--- src/rtl/cm_pkg.sv ---
package cm_pkg;

    localparam int unsigned DATA_W  = 32;
    localparam int unsigned KEY_W   = 16;
    localparam logic [KEY_W-1:0] UNLOCK_KEY = 16'hA05F;

    // word indices (byte address >> 2)
    localparam int unsigned W_OSC      = 1;
    localparam int unsigned W_CTRL     = 3;
    localparam int unsigned W_KEY      = 5;
    localparam int unsigned W_AUX      = 7;
    localparam int unsigned W_MEMCFG   = 8;
    localparam int unsigned W_INIT     = 9;
    localparam int unsigned W_FLAG_SET = 12;
    localparam int unsigned W_FLAG_CLR = 13;
    localparam int unsigned W_NVF_SET  = 14;
    localparam int unsigned W_NVF_CLR  = 15;
    localparam int unsigned W_IRQ_STAT = 16;
    localparam int unsigned W_IRQ_RAW  = 17;
    localparam int unsigned W_IRQ_ENS  = 18;
    localparam int unsigned W_IRQ_ENC  = 19;
    localparam int unsigned W_LVL_SET  = 20;
    localparam int unsigned W_LVL_CLR  = 21;
    localparam int unsigned W_FIQ_STAT = 24;
    localparam int unsigned W_FIQ_RAW  = 25;
    localparam int unsigned W_FIQ_ENS  = 26;
    localparam int unsigned W_FIQ_ENC  = 27;

    localparam logic [DATA_W-1:0] RST_OSC    = 32'h0100_0048;
    localparam logic [DATA_W-1:0] RST_AUX    = 32'h0007_FEFF;
    localparam logic [DATA_W-1:0] RST_MEMCFG = 32'h0001_1122;
    localparam logic [DATA_W-1:0] RST_INIT   = 32'h0000_0112;

    localparam int unsigned CTRL_LED_BIT   = 0;
    localparam int unsigned CTRL_REMAP_BIT = 2;

    typedef enum logic { KEY_LOCKED, KEY_OPEN } key_state_e;
    typedef enum logic { MAP_FLASH, MAP_RAM } map_state_e;

    // module description table entry, computed from its index
    function automatic logic [7:0] desc_byte(input logic [6:0] idx);
        logic [15:0] prod;
        prod = {9'd0, idx} * 16'd37;
        return prod[7:0] ^ 8'hC3;
    endfunction

endpackage

--- src/rtl/cm_key_lock.sv ---
module cm_key_lock
    import cm_pkg::*;
(
    input  logic             clk,
    input  logic             rst_n,
    input  logic             key_wr,
    input  logic [KEY_W-1:0] key_in,
    output logic [KEY_W-1:0] key_q,
    output logic             bank_open
);

    key_state_e state_q, state_d;

    always_comb begin
        state_d = state_q;
        unique case (state_q)
            KEY_LOCKED: if (key_wr && key_in == UNLOCK_KEY) state_d = KEY_OPEN;   // unlock
            KEY_OPEN:   if (key_wr && key_in != UNLOCK_KEY) state_d = KEY_LOCKED; // relock
            default:    state_d = KEY_LOCKED;
        endcase
    end

    always_ff @(posedge clk or negedge rst_n) begin
        if (!rst_n) begin
            state_q <= KEY_LOCKED;
            key_q   <= '0;
        end else begin
            state_q <= state_d;
            if (key_wr) key_q <= key_in;
        end
    end

    always_comb begin
        bank_open = (state_q == KEY_OPEN);
    end

    AST_KEY_OPENS: assert property (@(posedge clk) disable iff (!rst_n)
        (key_wr && key_in == UNLOCK_KEY) |=> bank_open);
    AST_KEY_CLOSES: assert property (@(posedge clk) disable iff (!rst_n)
        (key_wr && key_in != UNLOCK_KEY) |=> !bank_open);

endmodule

--- src/rtl/cm_remap_fsm.sv ---
module cm_remap_fsm
    import cm_pkg::*;
(
    input  logic clk,
    input  logic rst_n,
    input  logic ctrl_wr,
    input  logic want_ram,
    output logic remap_ram
);

    map_state_e state_q, state_d;

    always_comb begin
        state_d = state_q;
        unique case (state_q)
            MAP_FLASH: if (ctrl_wr && want_ram)  state_d = MAP_RAM;   // to_ram
            MAP_RAM:   if (ctrl_wr && !want_ram) state_d = MAP_FLASH; // to_flash
            default:   state_d = MAP_FLASH;
        endcase
    end

    always_ff @(posedge clk or negedge rst_n) begin
        if (!rst_n) state_q <= MAP_FLASH;
        else        state_q <= state_d;
    end

    always_comb begin
        unique case (state_q)
            MAP_RAM: remap_ram = 1'b1;
            default: remap_ram = 1'b0;
        endcase
    end

    AST_REMAP_TRACKS: assert property (@(posedge clk) disable iff (!rst_n)
        ctrl_wr |=> (remap_ram == $past(want_ram)));
    AST_REMAP_HOLDS: assert property (@(posedge clk) disable iff (!rst_n)
        !ctrl_wr |=> $stable(remap_ram));

endmodule

--- src/rtl/cm_irq_unit.sv ---
module cm_irq_unit
    import cm_pkg::*;
(
    input  logic              clk,
    input  logic              rst_n,
    input  logic              lvl_set,
    input  logic              lvl_clr,
    input  logic              irq_en_set,
    input  logic              irq_en_clr,
    input  logic              fiq_en_set,
    input  logic              fiq_en_clr,
    input  logic [DATA_W-1:0] wdata,
    output logic              level_q,
    output logic [DATA_W-1:0] irq_en_q,
    output logic [DATA_W-1:0] fiq_en_q,
    output logic              irq_out
);

    always_ff @(posedge clk or negedge rst_n) begin
        if (!rst_n) begin
            level_q  <= 1'b0;
            irq_en_q <= '0;
            fiq_en_q <= '0;
        end else begin
            if (lvl_set && wdata[0])      level_q <= 1'b1;
            else if (lvl_clr && wdata[0]) level_q <= 1'b0;
            if (irq_en_set)      irq_en_q <= irq_en_q | wdata;
            else if (irq_en_clr) irq_en_q <= irq_en_q & ~wdata;
            if (fiq_en_set)      fiq_en_q <= fiq_en_q | wdata;
            else if (fiq_en_clr) fiq_en_q <= fiq_en_q & ~wdata;
        end
    end

    always_comb begin
        irq_out = level_q & (irq_en_q[0] | fiq_en_q[0]);
    end

    AST_IRQ_NEEDS_LEVEL: assert property (@(posedge clk) disable iff (!rst_n)
        irq_out |-> level_q);
    AST_LVL_CLR_WINS: assert property (@(posedge clk) disable iff (!rst_n)
        (lvl_clr && wdata[0]) |=> !irq_out);

endmodule

--- src/rtl/cm_ctrl_bank.sv ---
module cm_ctrl_bank
    import cm_pkg::*;
#(
    parameter int unsigned ADDR_W = 9
) (
    input  logic              clk,
    input  logic              rst_n,
    input  logic [ADDR_W-1:0] bus_addr,
    input  logic              bus_we,
    input  logic [31:0]       bus_wdata,
    output logic [31:0]       bus_rdata,
    output logic              remap_ram,
    output logic              led_on,
    output logic              core_irq
);

    localparam int unsigned WORD_W = ADDR_W - 2;
    localparam int unsigned IDX_W  = 7;

    logic [WORD_W-1:0] word;
    logic              in_window;
    logic              wr;

    logic [DATA_W-1:0] osc_q, aux_q, memcfg_q, init_q, ctrl_q, flag_q, nvf_q;
    logic [KEY_W-1:0]  key_q;
    logic              bank_open;
    logic              level_q;
    logic [DATA_W-1:0] irq_en_q, fiq_en_q;
    logic [IDX_W-1:0]  tbl_idx;

    always_comb begin
        word      = bus_addr[ADDR_W-1:2];
        in_window = bus_addr[ADDR_W-1];
        wr        = bus_we && !in_window;
        tbl_idx   = IDX_W'(word);
    end

    function automatic logic hit(input logic [WORD_W-1:0] w, input int unsigned idx);
        return w == WORD_W'(idx);
    endfunction

    cm_key_lock u_key (
        .clk       (clk),
        .rst_n     (rst_n),
        .key_wr    (wr && hit(word, W_KEY)),
        .key_in    (bus_wdata[KEY_W-1:0]),
        .key_q     (key_q),
        .bank_open (bank_open)
    );

    cm_remap_fsm u_remap (
        .clk       (clk),
        .rst_n     (rst_n),
        .ctrl_wr   (wr && hit(word, W_CTRL)),
        .want_ram  (bus_wdata[CTRL_REMAP_BIT]),
        .remap_ram (remap_ram)
    );

    cm_irq_unit u_irq (
        .clk        (clk),
        .rst_n      (rst_n),
        .lvl_set    (wr && hit(word, W_LVL_SET)),
        .lvl_clr    (wr && hit(word, W_LVL_CLR)),
        .irq_en_set (wr && hit(word, W_IRQ_ENS)),
        .irq_en_clr (wr && hit(word, W_IRQ_ENC)),
        .fiq_en_set (wr && hit(word, W_FIQ_ENS)),
        .fiq_en_clr (wr && hit(word, W_FIQ_ENC)),
        .wdata      (bus_wdata),
        .level_q    (level_q),
        .irq_en_q   (irq_en_q),
        .fiq_en_q   (fiq_en_q),
        .irq_out    (core_irq)
    );

    always_ff @(posedge clk or negedge rst_n) begin
        if (!rst_n) begin
            osc_q    <= RST_OSC;
            aux_q    <= RST_AUX;
            memcfg_q <= RST_MEMCFG;
            init_q   <= RST_INIT;
            ctrl_q   <= '0;
            flag_q   <= '0;
            nvf_q    <= '0;
        end else if (wr) begin
            if (hit(word, W_OSC) && bank_open) osc_q <= bus_wdata;
            if (hit(word, W_AUX) && bank_open) aux_q <= bus_wdata;
            if (hit(word, W_MEMCFG))   memcfg_q <= bus_wdata;
            if (hit(word, W_INIT))     init_q   <= bus_wdata;
            if (hit(word, W_CTRL))     ctrl_q   <= bus_wdata;
            if (hit(word, W_FLAG_SET)) flag_q   <= flag_q | bus_wdata;
            if (hit(word, W_FLAG_CLR)) flag_q   <= flag_q & ~bus_wdata;
            if (hit(word, W_NVF_SET))  nvf_q    <= nvf_q | bus_wdata;
            if (hit(word, W_NVF_CLR))  nvf_q    <= nvf_q & ~bus_wdata;
        end
    end

    always_comb begin
        led_on = ctrl_q[CTRL_LED_BIT];
    end

    always_comb begin
        bus_rdata = '0;
        if (in_window) begin
            bus_rdata = {24'd0, desc_byte(tbl_idx)};
        end else begin
            unique case (int'(word))
                W_OSC:      bus_rdata = osc_q;
                W_CTRL:     bus_rdata = ctrl_q;
                W_KEY:      bus_rdata = {15'd0, !bank_open, key_q};
                W_AUX:      bus_rdata = aux_q;
                W_MEMCFG:   bus_rdata = memcfg_q;
                W_INIT:     bus_rdata = init_q;
                W_FLAG_SET: bus_rdata = flag_q;
                W_NVF_SET:  bus_rdata = nvf_q;
                W_IRQ_STAT: bus_rdata = {31'd0, level_q} & irq_en_q;
                W_IRQ_RAW,
                W_LVL_SET,
                W_FIQ_RAW:  bus_rdata = {31'd0, level_q};
                W_IRQ_ENS:  bus_rdata = irq_en_q;
                W_FIQ_STAT: bus_rdata = {31'd0, level_q} & fiq_en_q;
                W_FIQ_ENS:  bus_rdata = fiq_en_q;
                default:    bus_rdata = '0;
            endcase
        end
    end

    AST_OSC_GUARDED: assert property (@(posedge clk) disable iff (!rst_n)
        !$past(bank_open) |-> $stable(osc_q));
    AST_AUX_GUARDED: assert property (@(posedge clk) disable iff (!rst_n)
        !$past(bank_open) |-> $stable(aux_q));
    AST_FLAG_SET_STICKS: assert property (@(posedge clk) disable iff (!rst_n)
        (wr && hit(word, W_FLAG_SET)) |=> ((flag_q & $past(bus_wdata)) == $past(bus_wdata)));
    AST_NVF_CLR_DROPS: assert property (@(posedge clk) disable iff (!rst_n)
        (wr && hit(word, W_NVF_CLR)) |=> ((nvf_q & $past(bus_wdata)) == '0));
    AST_WINDOW_NO_WRITE: assert property (@(posedge clk) disable iff (!rst_n)
        (bus_we && in_window) |=> ($stable(flag_q) && $stable(ctrl_q) && $stable(memcfg_q)));

endmodule

--- config.mk ---
export PLATFORM = sky130hd
export DESIGN_NAME = cm_ctrl_bank
export DESIGN_NICKNAME = d
export VERILOG_FILES = /design/src/rtl/cm_pkg.sv /design/src/rtl/cm_key_lock.sv /design/src/rtl/cm_remap_fsm.sv /design/src/rtl/cm_irq_unit.sv /design/src/rtl/cm_ctrl_bank.sv
export SDC_FILE = /design/constraint.sdc
export NUM_CORES = 1
export LEC_CHECK = 0
export BUFFER_PORTS_ARGS = -buffer_cell sky130_fd_sc_hd__buf_4
export CAP_MARGIN = 20
export CELL_PAD_IN_SITES_DETAIL_PLACEMENT = 1
export CELL_PAD_IN_SITES_GLOBAL_PLACEMENT = 1
export CORE_MARGIN = 5
export CORE_UTILIZATION = 54
export CTS_CLUSTER_SIZE = 28
export DETAILED_ROUTE_END_ITERATION = 8
export PLACE_DENSITY = 0.94
export RECOVER_POWER = 25
export SLEW_MARGIN = 40
export SYNTH_ARGS = -nofsm -noshare
export SYNTH_HDL_FRONTEND = slang
export SYNTH_SLANG_ARGS = --single-unit
--- constraint.sdc ---
create_clock -name clk -period 6.5 [get_ports clk]
set_input_delay 0.65 -clock clk [delete_from_list [all_inputs] [get_ports clk]]
set_output_delay 0.65 -clock clk [all_outputs]
set_load 0.005 [all_outputs]
==> results by stage <==
Routing:
- In this run the remaining antenna-violating nets after routing total 0.
- The ratio of routed vias to standard cells is just under 8.
- In the routed design, unresolved DRC markers number 0.
- The routed layout has around 13000 vias.
- The total detailed-routing wirelength is 60200 µm.
- The number of detailed-routing iterations run before antenna repair is 6.
- For this block, the initial DRC count from the detailed router was around 2100.
- After detailed routing, the average wire length per cell comes to between 30 and 40 µm.

Cells and area:
- For this run, the number of standard cells in the final layout without fillers is about 1700.
- The most common cell after layout, fill and taps aside is sky130_fd_sc_hd__dfrtp_1.
- The number of inserted filler cells in the final layout is around 2700.
- The number of nets at the end of the flow is between 1000 and 1500.
- The signed area change from the synthesized netlist to the final layout is 13.2%.
- The final standard cell utilization of the core is 0.623.
- The number of antenna repair diodes is 0.
- Leaving out fill and tap cells, the most frequent cells in the layout are sky130_fd_sc_hd__dfrtp_1, sky130_fd_sc_hd__mux2_2, sky130_fd_sc_hd__nand2_1.
- The fraction of final layout cells sized beyond drive strength 1 is 0.315.

Critical path:
- The most common cell type on the critical path is sky130_fd_sc_hd__ha_1.
- The signal on the critical path passes through buf_4 > ha_1 > ha_1 > ha_1 > inv_1 > fa_1 > xnor2_1 > o32ai_1 > a221o_1 > a211o_1 > buf_4.
- The number of cells on the worst reg-to-reg path is 3.
- The cell at the slowest stage of the critical path is sky130_fd_sc_hd__buf_4.
- In this run the number of cells on the critical path is 11.
- STA classifies the critical path startpoint as an input pin.
- By startpoint and endpoint, the worst setup path is classified as input pin to primary output.
- Of all nets on the critical path, the largest fanout is 55.
- The critical path endpoint is bus_rdata[6].
- The critical path starts at bus_addr[5].
- The top cell family by delay on the critical path is adder cells.
- In this design, the stage delay of the slowest critical-path cell is around 670 ps.
- In this run the critical register-to-register path is captured at osc_q[12]$_DFFE_PN0P_.
- Data on the critical path is required at its endpoint by 5850 ps.
- The setup check on the worst reg-to-reg path leaves a slack of ~4600 ps.
- The worst setup path is captured at a primary output.
- STA puts the critical path data arrival time at 4110 ps.
- The worst path buffer plus inverter count is 3.

STA:
- The max-slew headroom at the worst pin is -1.37.
- The highest clock frequency the design can meet is around 0.21 GHz.
- The final setup TNS is 0 ps.
- Setup repair after global routing left no endpoint under its margin.
- The total count of max-transition violations in the final report is roughly 140.
- Of the available clock period, the critical path in the final layout requires 0.732.
- For the pin with the worst max-slew slack, the measured transition is approximately 3600 ps.
- The clock skew is slightly below 30 ps.
- Setup violations remaining at the end of the flow were counted as 0.
- The final-report hold violation count is 0.
- The worst path needs ~4800 ps of the cycle, external delays included.

Synthesis:
- The number of flops mapped to enable cells by yosys is 0.
- The flip-flop and latch count after synthesis is ~300.
- By area the synthesized netlist is led by sky130_fd_sc_hd__dfrtp_1, sky130_fd_sc_hd__mux2_2, sky130_fd_sc_hd__dfstp_2.
- Synthesis produced a netlist with a net count of 1335.
- A synthesized cell averages 11.6 µm².
- The instance count of the mapped netlist is 1276.
- The synthesized netlist contains 73 unique library cells.
- Of the synthesized area, sequential elements account for 0.518.
- The area share of the leading cell type in the synthesized netlist is 0.466.
- The most used flip-flop cell after synthesis is sky130_fd_sc_hd__dfrtp_1.
- For this run, the number of Yosys warnings is 0.
- Summing every instance area after synthesis gives 14900 µm².
- The biggest area consumer among synthesized cells is sky130_fd_sc_hd__dfrtp_1.
- Of all flip-flops after synthesis, the portion carrying an async set or reset was 1.00.

Min path:
- The worst min-delay path category is input pin to async pin.

CTS:
- After clock tree synthesis, the setup repair step added 0 buffers.
- The clock tree from TritonCTS is done.
- The CTS H-tree depth is 2.
- The total clock buffers created by CTS is 35.
- The tree is rooted in a sky130_fd_sc_hd__clkbuf_16.
- The clock drives 306 sinks.
- The post-cts repair resize count is 0.
- The clock reaches the later pin of the worst-skew pair after 540 ps.
- The clock-pin slew on the worst setup and hold paths is roughly 60 ps.
- In this run the deepest clock path goes through 3 buffers.
- The number of buffers inserted by hold repair at cts is 0.

Pwr:
- The worst-case IR drop observed on VDD is between 0.0002 and 0.00025 V.
- The power density over the cells is between 200 and 300 nW/µm².
- The cell leakage power is just under 8 nW.

Global route:
- The total grt overflow is 0.
- The first global-routing pass estimated ~91000 µm of wire.
- Across every metal layer, demand over resource in global routing totals 0.383.
- The initial antenna violation count was 1.
- The via count of the first global-routing pass came to 14268.
- Entering global routing, the biggest net connects 138 pins.

Run status:
- The run finished, with violations left.
- The checks that failed: max-capacitance violations, max-slew violations.

Floorplan:
- The number of ports placed on the die boundary is between 70 and 80.
- The floorplan die width is 176 µm.
- The floorplan has 60 rows.
- The floorplan step defined a die boundary enclosing approximately 31000 µm².
- For this configuration, the core starts out at a cell density of 0.550.
- The total core area is 27000 µm².
- The height of the die is between 150 and 200 µm.

Placement:
- Routability-driven placement finished with a final weighted congestion of 0.844.
- The HPWL after detailed placement is ~32000 µm.
- Counting tap cells, the placed design contains a total of 1598 instances.
- During placement, the flow inserted port buffers numbering between 70 and 80.

Run:
- Max-cap violations in this run came to 1.
## Yosys cell counts, types with 7 or more instances
cell and count:
sky130_fd_sc_hd__buf_2 47, sky130_fd_sc_hd__mux2_2 161, sky130_fd_sc_hd__a222oi_1 8, sky130_fd_sc_hd__a221oi_1 10, sky130_fd_sc_hd__or3_1 12, sky130_fd_sc_hd__a22o_1 72, sky130_fd_sc_hd__clkbuf_1 65, sky130_fd_sc_hd__mux2i_1 24
sky130_fd_sc_hd__ha_1 13, sky130_fd_sc_hd__dfstp_2 29, sky130_fd_sc_hd__a21oi_1 99, sky130_fd_sc_hd__mux2_4 30, sky130_fd_sc_hd__a31oi_1 63, sky130_fd_sc_hd__buf_1 7, sky130_fd_sc_hd__nand2_1 101, sky130_fd_sc_hd__a22oi_1 48
sky130_fd_sc_hd__dfrtp_1 277, sky130_fd_sc_hd__o21ai_0 17, sky130_fd_sc_hd__nand3_1 35, sky130_fd_sc_hd__inv_1 10, sky130_fd_sc_hd__nor2_1 19
## per-layer routing
layer,wire [µm],global-route usage,up-vias
li1,-,-,4833
met1,21200,0.474,6493
met2,26800,0.584,1238
met3,7420,0.116,427
met4,4800,0.253,2
met5,7,0,-
## layout make-up
class                   instances  area, µm²  share of cell area
clock inverters                 9       72.6             0.00431
flip-flops and latches        306       7690               0.457
clock buffers                  54       1020              0.0604
inverters                      11       41.3             0.00245
multi-input cells             832       6660               0.396
repair buffers                110        917              0.0545
well taps                     341        427              0.0254
## where the power goes
| part | total (W) | internal, W | switching [W] |
|---|---|---|---|
| Clock | 0.00195 | 0.00109 | 0.000867 |
| Sequential | 0.00206 | 0.00199 | 0.0000637 |
| Combinational | 0.000406 | 0.000140 | 0.000266 |
| Total | 0.00442 | 0.00322 | 0.00120 |
## cells by family after synthesis
group	after synthesis	synth area share
buf+inv	138	0.0416
compound gates	367	0.171
simple gates	227	0.0821
xor+xnor	5	0.00295
fa+ha+maj	15	0.0136
flops	306	0.518
mux	218	0.171
## worst min-delay path by stage
| stage | endpoint | cells past startpoint | startpoint | slack [ps] |
|---|---|---|---|---|
| after floorplan | async pin | 0 | rst_n | 350 |
| after CTS | ctrl_q[10]$_DFFE_PN0P_ | 1 | rst_n | 170 |
| after detailed placement | flip-flop | 1 | flip-flop | 480 |
| final | osc_q[8]$_DFFE_PN0P_ | 1 | rst_n | 140 |
| after global routing | async pin | 1 | rst_n | 210 |
| after global placement | osc_q[9]$_DFFE_PN0P_ | 1 | osc_q[9]$_DFFE_PN0P_ | 470 |
## through the flow
stage | hold WS [ps] | power (W) | instance area, µm² | setup slack, ps
after floorplan | 354 | 0.00226 | 14900 | 3100
after global placement | 469 | 0.00241 | 15600 | 2070
after detailed placement | 481 | 0.00245 | 15700 | 2000
after CTS | 174 | 0.00438 | 16800 | 1870
after global routing | 205 | 0.00451 | 16800 | 1690
final | 137 | 0.00442 | 16800 | 1740
No activity file was read; power rests on OpenSTA's default activity.
